<file path="config.mk">
export PLATFORM = sky130hd
export DESIGN_NAME = cinv_line_decoder
export DESIGN_NICKNAME = d
export VERILOG_FILES = /design/src/rtl/cidec_pkg.sv /design/src/rtl/cidec_align.sv /design/src/rtl/cidec_classify.sv /design/src/rtl/cinv_line_decoder.sv
export SDC_FILE = /design/constraint.sdc
export NUM_CORES = 1
export LEC_CHECK = 0
export ABC_AREA = 1
export BUFFER_PORTS_ARGS = -buffer_cell sky130_fd_sc_hd__buf_2
export CAP_MARGIN = 10
export CORE_AREA = 4 4 99 101
export CTS_CLUSTER_SIZE = 28
export DETAILED_ROUTE_END_ITERATION = 8
export DIE_AREA = 0 0 103 105
export PLACE_DENSITY_LB_ADDON = 0.1
export SYNTH_ARGS = -nofsm -noshare
export SYNTH_HDL_FRONTEND = slang
export SYNTH_SLANG_ARGS = --single-unit
</file>
<file path="constraint.sdc">
create_clock -name clk -period 6.66 [get_ports clk]
set_input_delay 0.666 -clock clk [delete_from_list [all_inputs] [get_ports clk]]
set_output_delay 0.666 -clock clk [all_outputs]
set_load 0.03 [all_outputs]
</file>
<file path="src/rtl/cidec_pkg.sv">
package cidec_pkg;
    localparam int FIELD_W = 16;
    localparam int CODE_W  = 4;
    localparam int WORD_W  = FIELD_W + CODE_W;
    localparam int HALF_W  = 7;
    localparam int CTRL_W  = 2 * HALF_W;
    localparam int MT_LO   = FIELD_W + 1;
    localparam int MT_HI   = FIELD_W + 2;
    localparam int TYPE_B  = FIELD_W;
    localparam int SUB_B   = FIELD_W + 3;

    typedef enum logic [1:0] {
        KIND_DATA = 2'd0,
        KIND_CTRL = 2'd1,
        KIND_IDLE = 2'd2,
        KIND_ERR  = 2'd3
    } word_kind_e;

    typedef struct packed {
        word_kind_e         kind;
        logic               flag;
        logic [FIELD_W-1:0] field;
        logic [CTRL_W-1:0]  ctrl;
    } dec_word_t;
endpackage

</file>
<file path="src/rtl/cidec_align.sv">
module cidec_align
    import cidec_pkg::*;
#(
    parameter int MISS_LIMIT = 4,
    parameter int LOCK_COUNT = 16
) (
    input  logic              clk,
    input  logic              rst_n,
    input  logic              in_valid,
    input  logic [WORD_W-1:0] in_chunk,
    output logic              word_valid,
    output logic [WORD_W-1:0] word,
    output logic              locked,
    output logic [$clog2(WORD_W)-1:0] offset
);
    localparam int OFF_W  = $clog2(WORD_W);
    localparam int MISS_W = $clog2(MISS_LIMIT + 1);
    localparam int GOOD_W = $clog2(LOCK_COUNT + 1);

    typedef struct packed {
        logic [WORD_W-1:0] prev;
        logic              have;
        logic [OFF_W-1:0]  off;
        logic [MISS_W-1:0] miss;
        logic [GOOD_W-1:0] good;
        logic              locked;
    } align_st_t;

    align_st_t st_q, st_d;
    logic [2*WORD_W-1:0] window;
    logic                hit;

    always_comb begin
        window     = {in_chunk, st_q.prev};
        word       = window[st_q.off +: WORD_W];
        word_valid = in_valid && st_q.have;
        hit        = word[MT_LO] ^ word[MT_HI];
        st_d       = st_q;
        if (in_valid) begin
            st_d.prev = in_chunk;
            st_d.have = 1'b1;
        end
        if (word_valid) begin
            if (hit) begin
                st_d.miss = '0;
                if (!st_q.locked) begin
                    if (st_q.good == GOOD_W'(LOCK_COUNT - 1)) begin
                        st_d.locked = 1'b1;
                        st_d.good   = '0;
                    end else begin
                        st_d.good = st_q.good + 1'b1;
                    end
                end
            end else begin
                st_d.good = '0;
                if (st_q.miss == MISS_W'(MISS_LIMIT - 1)) begin
                    st_d.miss   = '0;
                    st_d.locked = 1'b0;
                    st_d.off    = (st_q.off == OFF_W'(WORD_W - 1)) ? '0 : st_q.off + 1'b1;
                end else begin
                    st_d.miss = st_q.miss + 1'b1;
                end
            end
        end
    end

    always_ff @(posedge clk or negedge rst_n) begin
        if (!rst_n) st_q <= '0;
        else        st_q <= st_d;
    end

    assign locked = st_q.locked;
    assign offset = st_q.off;
endmodule

</file>
<file path="src/rtl/cidec_classify.sv">
module cidec_classify
    import cidec_pkg::*;
#(
    parameter logic [FIELD_W-1:0] IDLE_FIELD = 16'h00FF
) (
    input  logic [WORD_W-1:0] word,
    output dec_word_t         dec
);
    logic               inv;
    logic               has_mt;
    logic               is_data;
    logic               is_idle_code;
    logic [FIELD_W-1:0] fld;

    always_comb begin
        inv          = word[MT_HI];
        has_mt       = word[MT_LO] ^ word[MT_HI];
        is_data      = word[TYPE_B] ^ inv;
        is_idle_code = word[SUB_B] ^ inv;
        fld          = word[FIELD_W-1:0] ^ {FIELD_W{inv}};
        dec.field    = fld;
        dec.flag     = is_idle_code;
        for (int i = 0; i < HALF_W; i++) begin
            dec.ctrl[i]          = fld[i];
            dec.ctrl[HALF_W + i] = fld[HALF_W + 2 + i];
        end
        if (!has_mt)
            dec.kind = KIND_ERR;
        else if (is_data)
            dec.kind = KIND_DATA;
        else if (!is_idle_code)
            dec.kind = (!fld[HALF_W] && fld[HALF_W+1]) ? KIND_CTRL : KIND_ERR;
        else
            dec.kind = (fld == IDLE_FIELD) ? KIND_IDLE : KIND_ERR;
    end
endmodule

</file>
<file path="src/rtl/cinv_line_decoder.sv">
module cinv_line_decoder
    import cidec_pkg::*;
#(
    parameter int MISS_LIMIT = 4,
    parameter int LOCK_COUNT = 16,
    parameter logic [15:0] IDLE_FIELD = 16'h00FF
) (
    input  logic        clk,
    input  logic        rst_n,
    input  logic        in_valid,
    input  logic [19:0] in_chunk,
    output logic [15:0] data_o,
    output logic        flag_o,
    output logic [13:0] ctrl_o,
    output logic        data_stb,
    output logic        ctrl_stb,
    output logic        idle_stb,
    output logic        err_stb
);
    typedef struct packed {
        logic [FIELD_W-1:0] data;
        logic               flag;
        logic [CTRL_W-1:0]  ctrl;
        logic               d_stb;
        logic               c_stb;
        logic               i_stb;
        logic               e_stb;
    } out_st_t;

    out_st_t             st_q, st_d;
    logic                word_v;
    logic [WORD_W-1:0]   word_w;
    logic                lock_w;
    logic [$clog2(WORD_W)-1:0] off_w;
    dec_word_t           dec_w;

    cidec_align #(
        .MISS_LIMIT (MISS_LIMIT),
        .LOCK_COUNT (LOCK_COUNT)
    ) u_align (
        .clk        (clk),
        .rst_n      (rst_n),
        .in_valid   (in_valid),
        .in_chunk   (in_chunk),
        .word_valid (word_v),
        .word       (word_w),
        .locked     (lock_w),
        .offset     (off_w)
    );

    cidec_classify #(
        .IDLE_FIELD (IDLE_FIELD)
    ) u_class (
        .word (word_w),
        .dec  (dec_w)
    );

    always_comb begin
        st_d       = st_q;
        st_d.d_stb = 1'b0;
        st_d.c_stb = 1'b0;
        st_d.i_stb = 1'b0;
        st_d.e_stb = 1'b0;
        if (word_v) begin
            case (dec_w.kind)
                KIND_DATA: if (lock_w) begin
                    st_d.data  = dec_w.field;
                    st_d.flag  = dec_w.flag;
                    st_d.d_stb = 1'b1;
                end
                KIND_CTRL: if (lock_w) begin
                    st_d.ctrl  = dec_w.ctrl;
                    st_d.c_stb = 1'b1;
                end
                KIND_IDLE: st_d.i_stb = 1'b1;
                default:   st_d.e_stb = 1'b1;
            endcase
        end
    end

    always_ff @(posedge clk or negedge rst_n) begin
        if (!rst_n) st_q <= '0;
        else        st_q <= st_d;
    end

    assign data_o   = st_q.data;
    assign flag_o   = st_q.flag;
    assign ctrl_o   = st_q.ctrl;
    assign data_stb = st_q.d_stb;
    assign ctrl_stb = st_q.c_stb;
    assign idle_stb = st_q.i_stb;
    assign err_stb  = st_q.e_stb;
endmodule

</file>
==> results of run 1 <==
## tightest hold or removal path, cell delays in order (launching register included)
cell	delay, ps
dfrtp_1	340
nand2_1	50
nand2_1	40
## placed cells by master, fill, tap and decap left out, types with 6 or more instances in the layout
cell type / instances
nand4_1: 17
buf_2: 57
nor2_1: 27
nand3_1: 209
a21oi_1: 13
mux2_2: 16
o21ai_0: 7
inv_1: 35
nand2_1: 287
dfrtp_1: 70
clkbuf_8: 9
nand2_2: 8
o21ai_1: 6
## synth_stat cells, drive strengths merged
master	n
nand2	297
nand3	216
dfrtp	70
inv	41
buf	37
nor2	32
nand4	17
mux2	16
o21ai	15
a21oi	14
clkbuf	9
xor2	4
ha	3
o211ai	3
or2	3
xnor2	3
clkinv	2
nand3b	2
nor3	2
o31ai	2
a21boi	1
a21o	1
a31oi	1
a32o	1
o22ai	1
## worst max path at each step
stage                                 start    endpoint  slack (ps)  cells past startpoint
final                     u_align.offset[4]   ctrl_o[5]        2280                     13
after global routing      u_align.offset[4]   ctrl_o[7]        1880                     13
after CTS                 u_align.offset[4]  ctrl_o[13]        2360                     13
after detailed placement  u_align.offset[4]  ctrl_o[13]        2400                     13
after global placement    u_align.offset[4]  ctrl_o[10]        2680                     13
after floorplan                in_chunk[19]   data_o[0]        4130                     20
## report_power, final
part	total (mW)	internal, mW	switching (mW)
registers	0.520	0.466	0.0546
logic	2.25	0.639	1.61
clock network	0.351	0.173	0.177
total	3.12	1.28	1.84
## layer usage
layer,vias up,part of all wire [%],track usage [%]
met5,-,0,0
met4,0,2.0,7.493
met3,19,5.4,3.738
met2,186,47,45.69
met1,2515,45,39.28
li1,2699,-,-
## cell families (layout without fill, tap and decap cells)
| logic type | after synthesis | in the layout | synth area share [%] |
|---|---|---|---|
| DFF | 70 | 70 | 32.70 |
| and+or+nand+nor | 569 | 569 | 47.96 |
| buffers and inverters | 89 | 121 | 9.180 |
| AOI/OAI and AO/OA | 39 | 39 | 4.462 |
| adders and majority gates | 3 | 3 | 0.7008 |
| muxes | 16 | 16 | 3.364 |
| xor gates and xnor gates | 7 | 7 | 1.635 |
## cell type report
type | instances | area share (%)
clock inverter | 7 | 1.276
inverter | 43 | 2.925
multi-input combinational | 634 | 54.72
tap | 111 | 2.441
timing repair buffer | 62 | 5.674
sequential | 70 | 30.79
clock buffer | 9 | 2.177
## sequential cells by signal, indices dropped and copies added (netlist names)
signal          cells
u_align.st_q       29
data_o             16
ctrl_o             14
u_align.offset      5
ctrl_stb            1
data_stb            1
err_stb             1
flag_o              1
idle_stb            1
u_align.locked      1
## per-stage QoR
| step | util (%) | total power [mW] |
|---|---|---|
| finish | 63.07 | 3.121 |
| global route | 63.07 | 3.432 |
| global placement | 60.89 | 2.706 |
| detailed placement | 60.89 | 2.740 |
| CTS | 63.07 | 3.095 |
| floorplan | - | 2.413 |
==> metrics.md, run 1 <==
| Metric | Value |
|---|---|
| Fillcell total | 881 |
| Die Area | 0.01082 mm² |
| Synth-to-layout area growth | 6.214% |
| Worst slew pin tran | 1061 ps |
| Ant. Diodes | 0 |
| Final WS setup | 2282 ps |
| Post-layout min period | 4378 ps |
| Clock sinks | 70 |
| Total gr overflow | 0 |
| Hold Crit Class | flop to flop |
| Average size of a mapped cell | 6.755 µm² |
| Layout Skew | 14.02 ps |
| DRT Pass-1 Iters | 5 |
| WHS | 465.0 ps |
| Final Max Slew Viols | 0 |
| FF-to-FF End | ctrl_o[5] |
| Footprint of the multi-input gates | 0.003113 mm² |
| Post-Syn Nets | 819 |
| Post-synth top area share | 32.70% |
| Final period utilization | 65.74% |
| Final setup viols | 0 |
| Via density | 5.790 |
| Max-cap violation count | 0 |
| CTS buffer count | 9 |
| Leakage | 3.104 nW |
| Gr usage total | 28.22% |
| Max Fclk | 228.4 MHz |
| Synth Instances | 793 |
| Placed inst area | 0.005493 mm² |
| Critical Path End Type | flop |
| Power Dens Cells | 548.6 mW/mm² |
| Hold worst-path end | ctrl_o[8] |
| Share of cells above drive strength 1 | 15.64% |
| First-pass GRT wire length | 24500 µm |
| Critical Path Fanout Max | 33 |
| Most common cell on crit path | nand2_1 |
| Placer Congestion | 0.9710 |
| Worst-path clk slew | 80 ps |
| Reg2Reg Depth | 13 |
| RSZ-0062 raised after global routing | false |
| Yosys cell types | 43 |
| Setup crit start kind | flop |
| Placed cells | 920 |
| # DRC | 0 |
| Die Y | 105 µm |
| CTS Root Cell | clkbuf_8 |
| Hold depth | 2 |
| Worst-Skew Late Latency | 360 ps |
| Via Count | 5419 |
| Crit-path slowest cell | nor2_1 |
| Yosys warning count | 0 |
| Status | finished, final reports clean |
| Post-detail-place hpwl | 11160 µm |
| Core box area | 0.009021 mm² |
| IO Count | 58 |
| TritonCTS clock tree | yes |
| Post-Layout Cell Count | 936 |
| # nets final | 846 |
| Cell family with most CP delay | simple AND/OR/NAND/NOR gates |
| H-tree levels | 3 |
| IO buf count | 57 |
| Largest net degree at the start of global routing | 71 |
| Final Hold Viols | 0 |
| DRT iter0 DRCs | 431 |
| Hold_sp | ctrl_o[8] |
| Seq. cell area | 0.001752 mm² |
| Worst reg2reg startpoint | u_align.offset[4] |
| WL/cell | 15.71 µm |
| Die Width | 103 µm |
| Pre-CTS WS | 2395 ps |
| Fin area | 0.005689 mm² |
| Post-CTS Setup Bufs | 0 |
| CTS resizes | 0 |
| Routed Antenna Nets | 0 |
| Max-slew headroom | 29.00% |
| Post-Syn Area | 0.005356 mm² |
| FP Rows | 35 |
| Starting Density | 59.38% |
| Req. time, crit path | 6890 ps |
| Vias in the first global route | 5010 |
| Setup tns final | 0 ps |
| Highest cell delay on the worst timing path | 930 ps |
| Area leader, netlist | dfrtp_1 |
| Seq/Total Area, Yosys | 32.70% |
| Peak supply drop | 0.0002563 V |
| #FFs+latches synth | 70 |
| Critical-path cell list | inv_1 -> nor2_1 -> nand3_2 -> nand2_2 -> inv_2 -> nand2_1 -> nand2_1 -> clkinv_1 -> nand3_1 -> a21oi_4 -> nand3_4 -> nand2_1 -> nand2_1 |
| CP arrival | 4610 ps |
| WL final | 14710 µm |
| Buffers & Inverters on Critical Path | 3 |
| Setup CP Type | flop to flop |
| CTS Hold Bufs | 0 |
| Top cells by area, synth | dfrtp_1 33%, nand2_1 20%, nand3_1 20%, mux2_2 3.4%, inv_1 2.5% |
| Reg2reg setup slack | 2280 ps |
| Max clock buf depth | 2 |
| Initial antenna violation count | 0 |
No activity file was read; power rests on OpenSTA's default activity.
==> run 2, diff against run 1 <==
--- a/config.mk
+++ b/config.mk
@@ -5,13 +5,13 @@
 export SDC_FILE = /design/constraint.sdc
 export NUM_CORES = 1
 export LEC_CHECK = 0
-export ABC_AREA = 1
+export ABC_AREA = 0
 export BUFFER_PORTS_ARGS = -buffer_cell sky130_fd_sc_hd__buf_2
 export CAP_MARGIN = 10
-export CORE_AREA = 4 4 99 101
+export CORE_AREA = 4 4 103 105
 export CTS_CLUSTER_SIZE = 28
 export DETAILED_ROUTE_END_ITERATION = 8
-export DIE_AREA = 0 0 103 105
+export DIE_AREA = 0 0 107 109
 export PLACE_DENSITY_LB_ADDON = 0.1
 export SYNTH_ARGS = -nofsm -noshare
 export SYNTH_HDL_FRONTEND = slang
==> constraint.sdc (replaced) <==
create_clock -name clk -period 4.1 [get_ports clk]
set_input_delay 0.41 -clock clk [delete_from_list [all_inputs] [get_ports clk]]
set_output_delay 0.41 -clock clk [all_outputs]
set_load 0.03 [all_outputs]
==> run 2 against run 1 <==
Net effect: routed wire length grew 8.5%; maximum frequency rose by 13%; global-route usage increased by 0.28 points; critical path depth decreased by 4; core utilization increased by 4.5 points; synthesized area rose by 9.1%; via count shrank 13%; register-to-register slack got worse by 2100 ps; non-clock buffer count rose by 16; die area up 7.8%.
==> metrics.md, run 2 <==
| Metric | Value |
|---|---|
| Core box area | 0.009639 mm² |
| IO buf count | 57 |
| Die Y | 109 µm |
| Placed cells | 674 |
| Seq/Total Area, Yosys | 29.97% |
| Final Max Slew Viols | 0 |
| Crit-path slowest cell | buf_4 |
| Layout Skew | 19.45 ps |
| Most common cell after layout, fill and taps aside | dfrtp_1 |
| Die Width | 107 µm |
| Worst-path clk slew | 90 ps |
| # DRC | 0 |
| Via density | 6.861 |
| Highest-count cells in the layout ignoring fill and taps | 67 x dfrtp_1, 57 x buf_2, 56 x mux4_2, 53 x mux2_2, 36 x nand2_1 |
| Top cells by area, synth | dfrtp_1 30%, mux4_2 22%, mux2_2 10%, mux2i_1 6.0%, xor2_1 2.4% |
| Setup CP Type | flop to flop |
| Critical Path Fanout Max | 54 |
| Buffers & Inverters on Critical Path | 1 |
| Post-synth top area share | 29.97% |
| IO Count | 58 |
| WL final | 15960 µm |
| Total gr overflow | 0 |
| Gr usage total | 28.50% |
| Share of cells above drive strength 1 | 40.22% |
| Post-Syn Nets | 528 |
| Post-detail-place hpwl | 11820 µm |
| Post-synth EDFFs | 0 |
| Most numerous cell in the Yosys netlist | dfrtp_1 |
| Area leader, netlist | dfrtp_1 |
| Max Fclk | 258.1 MHz |
| Via Count | 4734 |
| Starting Density | 60.64% |
| Max-cap violation count | 0 |
| Final setup viols | 0 |
| Highest cell delay on the worst timing path | 560 ps |
| Critical Path End Type | flop |
| Average size of a mapped cell | 11.64 µm² |
| Hold Crit Class | input port to asynchronous set/reset pin |
| Largest net degree at the start of global routing | 55 |
| Routed Antenna Nets | 0 |
| Synth Instances | 502 |
| Yosys cell types | 63 |
| DRT Pass-1 Iters | 5 |
| Vias in the first global route | 4575 |
| Final period utilization | 94.49% |
| H-tree levels | 3 |
| Reg2Reg Depth | 9 |
| FF-to-FF End | idle_stb |
| Die Area | 0.01166 mm² |
| Max clock buf depth | 2 |
| #FFs+latches synth | 70 |
| Final Hold Viols | 0 |
| Setup crit start kind | flop |
| TritonCTS clock tree | yes |
| Synth top cells by count | 70 x dfrtp_1, 56 x mux4_2, 53 x mux2_2 |
| Cell family with most CP delay | multiplexers |
| First-pass GRT wire length | 25570 µm |
| Ant. Diodes | 0 |
| Setup tns final | 0 ps |
| Post-Syn Area | 0.005846 mm² |
| Most flop-heavy register | u_align.st_q |
| Placer Congestion | 0.9718 |
| FP Rows | 36 |
| # nets final | 578 |
| Primary FF master, synth | dfrtp_1 |
| CTS buffer count | 9 |
| Yosys warning count | 0 |
| Max-slew headroom | 50.08% |
| Most common cell on crit path | mux2i_1 |
| Post-Layout Cell Count | 690 |
| Worst reg2reg startpoint | u_align.offset[2] |
| Post-layout min period | 3874 ps |
| CTS Root Cell | clkbuf_8 |
| Initial antenna violation count | 0 |
| Status | finished, final reports clean |
| Max FFs per register | 29 |
| Async set or reset register ratio after synthesis | 100.0% |
| RSZ-0062 raised after global routing | false |
| Synth-to-layout area growth | 11.41% |
| WL/cell | 23.12 µm |
| Worst slew pin tran | 748.8 ps |
| Clock sinks | 70 |
| Post-CTS Setup Bufs | 0 |
| CTS Hold Bufs | 0 |
| DRT iter0 DRCs | 492 |
| Worst-Skew Late Latency | 380 ps |
| CP arrival | 4090 ps |
| Critical-path cell list | buf_4 -> mux2i_1 -> mux2i_1 -> mux4_2 -> a21oi_1 -> xnor2_1 -> nand4_1 -> or4_1 -> nor4b_1 |
| Reg2reg setup slack | 230 ps |
| CTS resizes | 0 |
| Req. time, crit path | 4320 ps |
run 2: cell type report:
cell class / instances / area (µm²)
multi-input cells: 386 / 3874
repair buffers: 78 / 455.4
inverters: 7 / 26.28
clock buffers: 11 / 151.4
fillers: 799 / 3127
flip-flops and latches: 70 / 1758
well taps: 133 / 166.4
clock inverters: 5 / 81.33
run 2: how the worst max path moves through the flow:
| stage | startpoint | end | slack (ps) | cells past startpoint |
|---|---|---|---|---|
| 6_report | u_align.offset[2] | idle_stb | 230 | 9 |
| 3_5_place_dp | u_align.offset[2] | idle_stb | 380 | 9 |
| 2_1_floorplan | u_align.offset[2] | ctrl_o[10] | 760 | 9 |
| 5_1_grt | u_align.offset[2] | idle_stb | 140 | 9 |
| 4_1_cts | u_align.offset[2] | idle_stb | 310 | 9 |
| 3_3_place_gp | u_align.offset[2] | idle_stb | 360 | 9 |
run 2: kinds of logic after synthesis:
| logic type | count (synthesis) | synth area share [%] |
|---|---|---|
| DFF | 70 | 29.97 |
| muxes | 156 | 41.37 |
| buffers and inverters | 46 | 3.767 |
| and+or+nand+nor | 117 | 10.51 |
| xor gates and xnor gates | 30 | 4.495 |
| AOI/OAI and AO/OA | 80 | 9.247 |
| adders and majority gates | 3 | 0.6422 |
run 2: worst register-to-register path: cells and delay by family, from the launching register on:
kind | cells | cell delay, ps
AOI/OAI and AO/OA | 1 | 330
and+or+nand+nor | 3 | 950
DFF | 1 | 440
buffers and inverters | 1 | 560
muxes | 3 | 1220
xor gates and xnor gates | 1 | 220
run 2: per-layer routing:
layer  part of all wire, %  track usage [%]  vias up
li1                      -                -     2057
met5                     0                0        -
met2                    47            44.56      302
met1                    41            39.51     2329
met3                    10            6.690       46
met4                   2.7            9.772        0
run 2: per-stage QoR:
stage          setup WS [ps]  hold slack [ps]  util [%]  instance area (µm²)
6_report               225.9            91.44     67.56                 6513
2_1_floorplan          761.2            114.4         -                 5846
4_1_cts                309.5            109.7     67.56                 6513
3_5_place_dp           376.8            480.3     65.15                 6280
3_3_place_gp           360.5            462.4     65.15                 6280
5_1_grt                135.8            139.2     67.56                 6513
Power of run 2 is not shown: default switching activity piles up to over one toggle a cycle in this logic, so the estimate is an artifact.
